$ cat src/rtl/dmau_pkg.sv
package dmau_pkg;
  typedef enum logic [1:0] {
    PH_IDLE  = 2'd0,
    PH_READ  = 2'd1,
    PH_WRITE = 2'd2
  } phase_e;
endpackage

$ cat src/rtl/dmau_addr_mux.sv
module dmau_addr_mux #(
  parameter int ADDR_W        = 8,
  parameter int FILE_W        = 5,
  parameter int INDIRECT_FILE = 0
) (
  input  logic [ADDR_W-1:0] fsr,
  input  logic [FILE_W-1:0] file,
  output logic [ADDR_W-1:0] addr
);
  localparam int BANK_W = ADDR_W - FILE_W;

  logic [ADDR_W-1:0] direct_addr;
  logic              indirect;

  assign direct_addr[FILE_W-1:0] = file;

  genvar g;
  generate
    for (g = 0; g < BANK_W; g++) begin : g_bank
      assign direct_addr[FILE_W+g] = fsr[FILE_W+g];
    end
  endgenerate

  assign indirect = (file == FILE_W'(INDIRECT_FILE));
  assign addr     = indirect ? fsr : direct_addr;
endmodule

$ cat src/rtl/dmau_fsr.sv
module dmau_fsr #(
  parameter int              ADDR_W    = 8,
  parameter int              FILE_W    = 5,
  parameter int              FSR_FILE  = 4,
  parameter logic [ADDR_W-1:0] FSR_RESET = '0
) (
  input  logic              clk,
  input  logic              rst_n,
  input  logic              wr_strobe,
  input  logic [ADDR_W-1:0] wr_addr,
  input  logic [ADDR_W-1:0] wr_data,
  output logic [ADDR_W-1:0] fsr
);
  logic hit;
  assign hit = wr_strobe && (wr_addr[FILE_W-1:0] == FILE_W'(FSR_FILE));

  always_ff @(posedge clk) begin
    if (!rst_n)   fsr <= FSR_RESET;
    else if (hit) fsr <= wr_data;
  end

  AST_FSR_LOAD: assert property (@(posedge clk) disable iff (!rst_n)
    (wr_strobe && wr_addr[FILE_W-1:0] == FILE_W'(FSR_FILE)) |=> fsr == $past(wr_data));
  AST_FSR_HOLD: assert property (@(posedge clk) disable iff (!rst_n)
    !wr_strobe |=> $stable(fsr));
endmodule

$ cat src/rtl/dmau_seq.sv
module dmau_seq
  import dmau_pkg::*;
#(
  parameter int ADDR_W = 8,
  parameter int DATA_W = 8
) (
  input  logic              clk,
  input  logic              rst_n,
  input  logic              acc_valid,
  input  logic              acc_write,
  input  logic [ADDR_W-1:0] addr_in,
  input  logic [DATA_W-1:0] wdata_in,
  output logic              acc_ready,
  output logic [ADDR_W-1:0] ram_addr,
  output logic [DATA_W-1:0] ram_wdata,
  output logic              ram_we,
  output logic              ram_oe
);
  phase_e phase, phase_nx;
  logic   accept;

  assign acc_ready = (phase == PH_IDLE);
  assign accept    = acc_valid && acc_ready;

  always_comb begin
    phase_nx = PH_IDLE;
    if (accept) phase_nx = acc_write ? PH_WRITE : PH_READ;
  end

  always_ff @(posedge clk) begin
    if (!rst_n) begin
      phase     <= PH_IDLE;
      ram_addr  <= '0;
      ram_wdata <= '0;
    end else begin
      phase <= phase_nx;
      if (accept) begin
        ram_addr <= addr_in;
        if (acc_write) ram_wdata <= wdata_in;
      end
    end
  end

  assign ram_we = (phase == PH_WRITE);
  assign ram_oe = (phase == PH_READ);

  AST_WE_OE_EXCL: assert property (@(posedge clk) disable iff (!rst_n)
    !(ram_we && ram_oe));
  AST_WE_PULSE: assert property (@(posedge clk) disable iff (!rst_n)
    ram_we |=> !ram_we);
  AST_OE_PULSE: assert property (@(posedge clk) disable iff (!rst_n)
    ram_oe |=> !ram_oe);
  AST_BUSY_NOT_READY: assert property (@(posedge clk) disable iff (!rst_n)
    (ram_we || ram_oe) |-> !acc_ready);
  AST_ADDR_HOLD: assert property (@(posedge clk) disable iff (!rst_n)
    !(acc_valid && acc_ready) |=> ($stable(ram_addr) && $stable(ram_wdata)));
endmodule

$ cat src/rtl/dmem_addr_unit.sv
module dmem_addr_unit #(
  parameter int ADDR_W        = 8,
  parameter int DATA_W        = 8,
  parameter int FILE_W        = 5,
  parameter int INDIRECT_FILE = 0,
  parameter int FSR_FILE      = 4
) (
  input  logic              clk,
  input  logic              rst_n,
  input  logic              acc_valid,
  output logic              acc_ready,
  input  logic              acc_write,
  input  logic [FILE_W-1:0] acc_file,
  input  logic [DATA_W-1:0] acc_wdata,
  output logic [ADDR_W-1:0] ram_addr,
  output logic [DATA_W-1:0] ram_wdata,
  output logic              ram_we,
  output logic              ram_oe
);
  localparam int BANK_W = ADDR_W - FILE_W;

  logic [ADDR_W-1:0] fsr;
  logic [ADDR_W-1:0] eff_addr;
  logic [ADDR_W-1:0] fsr_wr_data;

  assign fsr_wr_data = ADDR_W'(ram_wdata);

  dmau_addr_mux #(
    .ADDR_W(ADDR_W), .FILE_W(FILE_W), .INDIRECT_FILE(INDIRECT_FILE)
  ) u_mux (
    .fsr(fsr), .file(acc_file), .addr(eff_addr)
  );

  dmau_seq #(
    .ADDR_W(ADDR_W), .DATA_W(DATA_W)
  ) u_seq (
    .clk(clk), .rst_n(rst_n),
    .acc_valid(acc_valid), .acc_write(acc_write),
    .addr_in(eff_addr), .wdata_in(acc_wdata),
    .acc_ready(acc_ready),
    .ram_addr(ram_addr), .ram_wdata(ram_wdata),
    .ram_we(ram_we), .ram_oe(ram_oe)
  );

  dmau_fsr #(
    .ADDR_W(ADDR_W), .FILE_W(FILE_W), .FSR_FILE(FSR_FILE)
  ) u_fsr (
    .clk(clk), .rst_n(rst_n),
    .wr_strobe(ram_we), .wr_addr(ram_addr), .wr_data(fsr_wr_data),
    .fsr(fsr)
  );

  AST_DIRECT_MAP: assert property (@(posedge clk) disable iff (!rst_n)
    (acc_valid && acc_ready && acc_file != FILE_W'(INDIRECT_FILE)) |=>
      (ram_addr[FILE_W-1:0] == $past(acc_file) &&
       ram_addr[ADDR_W-1:FILE_W] == $past(fsr[ADDR_W-1:FILE_W])));
  AST_INDIRECT_MAP: assert property (@(posedge clk) disable iff (!rst_n)
    (acc_valid && acc_ready && acc_file == FILE_W'(INDIRECT_FILE)) |=>
      ram_addr == $past(fsr));
  AST_ACCEPT_STROBE: assert property (@(posedge clk) disable iff (!rst_n)
    (acc_valid && acc_ready) |=> (ram_we != ram_oe));
endmodule

$ cat config.mk
export PLATFORM = sky130hd
export DESIGN_NAME = dmem_addr_unit
export DESIGN_NICKNAME = d
export VERILOG_FILES = /design/src/rtl/dmau_pkg.sv /design/src/rtl/dmau_addr_mux.sv /design/src/rtl/dmau_fsr.sv /design/src/rtl/dmau_seq.sv /design/src/rtl/dmem_addr_unit.sv
export SDC_FILE = /design/constraint.sdc
export NUM_CORES = 1
export LEC_CHECK = 0
export ABC_AREA = 1
export BUFFER_PORTS_ARGS = -buffer_cell sky130_fd_sc_hd__buf_2
export CORE_MARGIN = 3
export CORE_UTILIZATION = 45
export CTS_BUF_LIST = sky130_fd_sc_hd__clkbuf_8
export CTS_CLUSTER_SIZE = 10
export DETAILED_ROUTE_END_ITERATION = 8
export PLACE_DENSITY_LB_ADDON = 0.15
export SYNTH_ARGS = -nofsm -noshare
export SYNTH_HDL_FRONTEND = slang
export SYNTH_SLANG_ARGS = --single-unit
export TNS_END_PERCENT = 30
$ cat constraint.sdc
create_clock -name clk -period 3.15 [get_ports clk]
set_clock_uncertainty 0.2 [all_clocks]
set_input_delay 0.63 -clock clk [delete_from_list [all_inputs] [get_ports clk]]
set_output_delay 0.63 -clock clk [all_outputs]
set_load 0.01 [all_outputs]
==> metrics <==
Starting Density=between 40% and 50%; DRT antenna net count=0; Power Total=~0.73 mW; synthesized area per cell=~7 um2; cell taking the most area after synthesis=dfxtp_1; crit path DAT=around 1.0 ns; I/O Pins=36; core area=around 0.0023 mm2; HP Class=flop to flop; CTS tree=done; GRT Total Usage=15.03%; layout cells sized above 1=25.13%; Placed Area=roughly 0.0013 mm2; Leakage=0.7326 nW; initial DRC count=23; Max Root-Sink Buffers=2; ys flop type=dfxtp_1; die width=roughly 57 um; Final Util=60.23%; Die H=56.58 um; final hold violations=0; Layout Nets=around 220; Mapped Cells=roughly 170; P&R area growth vs syn=21.30%; Relative slew margins=roughly three fifths; Synth top area share=a little under half; Tcrit/Tclk final=between 50% and 60%; CTS buffer count=3; post-synth cell types=19; antenna violations before repair=0; Clock Pin Slew Worst Setup and Hold Paths=about 0.09 ns; total clock sinks=26; DRC Markers=0; ys async rst share=0%; Yosys reg bits=26; Final setup violation count=0; antenna cells=0; vias per cell=roughly 4.6; outcome=complete, no violations; CTS resizes=0; Mapped Area=between 0.001 and 0.0015 mm2; total vias in the final route=roughly 1000; most frequent cell after synthesis=nor2_1; Worst Setup Path Type=flop to primary output; H-tree depth=1; grt total ovfl=0; Worst setup SP type=flop; Commonest cells post-synth=nor2_1 (48), nand2_1 (36), dfxtp_1 (26); setup TNS=0 ns; CP Max Fanout=4; number of global-route vias before repair=~950; Tightest Pin Transition=approximately 0.59 ns; unrepaired setup endpoints after global routing=no; PD cells=525.0 mW/mm2; Max VDD drop=0.0003154 V; R2R Setup Slk=approximately 1.7 ns; Peak Freq=about 0.54 GHz; Ys Warns=0; Routed WL per cell=a little under 10 um; min cycle time layout=1.839 ns; wire length of the first global-routing pass=slightly below 4000 um; max-cap violations=0; largest net degree at the start of global routing=26; length of the first detailed-routing pass in iterations=4; post-route cell area=about 0.0014 mm2; root buffer cell=clkbuf_8; WP data required=around 2.3 ns; row cnt=17; main area contributors after synthesis=dfxtp_1 (45%), nor2_1 (16%), nand2_1 (12%); Routed Wire Length=2192 um; final RePlAce weighted congestion=approximately 0.76; worst skew pair latency=0.27 ns; CP Capture Type=primary output; post-CTS setup buffer count=0; post-DP HPWL=around 1700 um; max-slew violation count=0; # hold bufs at CTS=0; area of the die=0.003201 mm2; Post-Syn Nets=approximately 180; Port Buffer Count=35; Post-synth EDFFs=0; register area share after synthesis=a little under half; Final Hold Slack=0.2831 ns
worst max-delay path, cell delays in order (launching register included):
cell and delay (ns):
dfxtp_1 0.43, inv_2 0.05, nor2_2 0.11, buf_2 0.14
area by class of cell:
type	instances	area, um2
clock buffer	3	41.29
multi-input combinational	116	526.8
clock inverter	1	30.03
fill	234	922.1
sequential	26	520.5
inverter	18	67.56
timing repair buffer	35	175.2
tap	28	35.03
sequential cells by signal, summed over array words and instances (netlist names):
register and cells:
u_seq.phase 2, u_seq.ram_addr 8, u_seq.ram_wdata 8, u_fsr.fsr 8
logic make-up (layout without fill, tap and decap cells):
| family | after synthesis | in the layout | share of synthesized area (%) |
|---|---|---|---|
| buf+inv | 23 | 57 | 9.021 |
| flops | 26 | 26 | 45.22 |
| compound gates | 8 | 8 | 3.804 |
| simple gates | 108 | 108 | 41.96 |
placed cells by master, fill, tap and decap left out:
cell type	n
nor2_1	48
nand2_1	36
buf_2	35
dfxtp_1	26
inv_1	17
nand3_1	9
nand4_1	5
a21oi_1	4
nor2_2	3
nand2_2	3
o21ai_1	3
clkbuf_8	3
nor2_4	1
inv_2	1
nand3_4	1
a21oi_2	1
nor2_8	1
nor3_1	1
bufinv_16	1
metrics by stage:
stage	instances	setup slack, ns
after floorplan	165	1.708
after global placement	223	1.603
after detailed placement	223	1.582
after CTS	227	1.286
after global routing	227	1.234
final	227	1.311
metal layers:
metal  share of wire (%)  up-vias  wire, um  global-route usage, %
met4                 1.3        0        28                  6.102
met5                   0        -         0                      0
met3                 7.9        4       174                  3.908
li1                    -      571         -                      -
met1                  47      425      1024                  18.14
met2                  44       39       964                  25.08
final timing paths:
kind / start / endpoint / depth (start not counted)
worst max register to register: u_seq.ram_addr[2] / u_fsr.fsr[0] / 5
worst max-delay path: u_seq.phase[1] / ram_we / 3
worst min-delay path: u_seq.ram_addr[6] / u_seq.ram_addr[6] / 2
worst min register to register: u_seq.ram_addr[6] / u_seq.ram_addr[6] / 2
power by group:
group          internal [mW]  leakage [nW]  switching (mW)  total (mW)
combinational         0.0400         0.484          0.0662       0.106
sequential             0.346         0.213         0.00994       0.356
clock                  0.170        0.0357           0.101       0.271
total                  0.556         0.733           0.177       0.733
(Power assumes the default switching activity.)
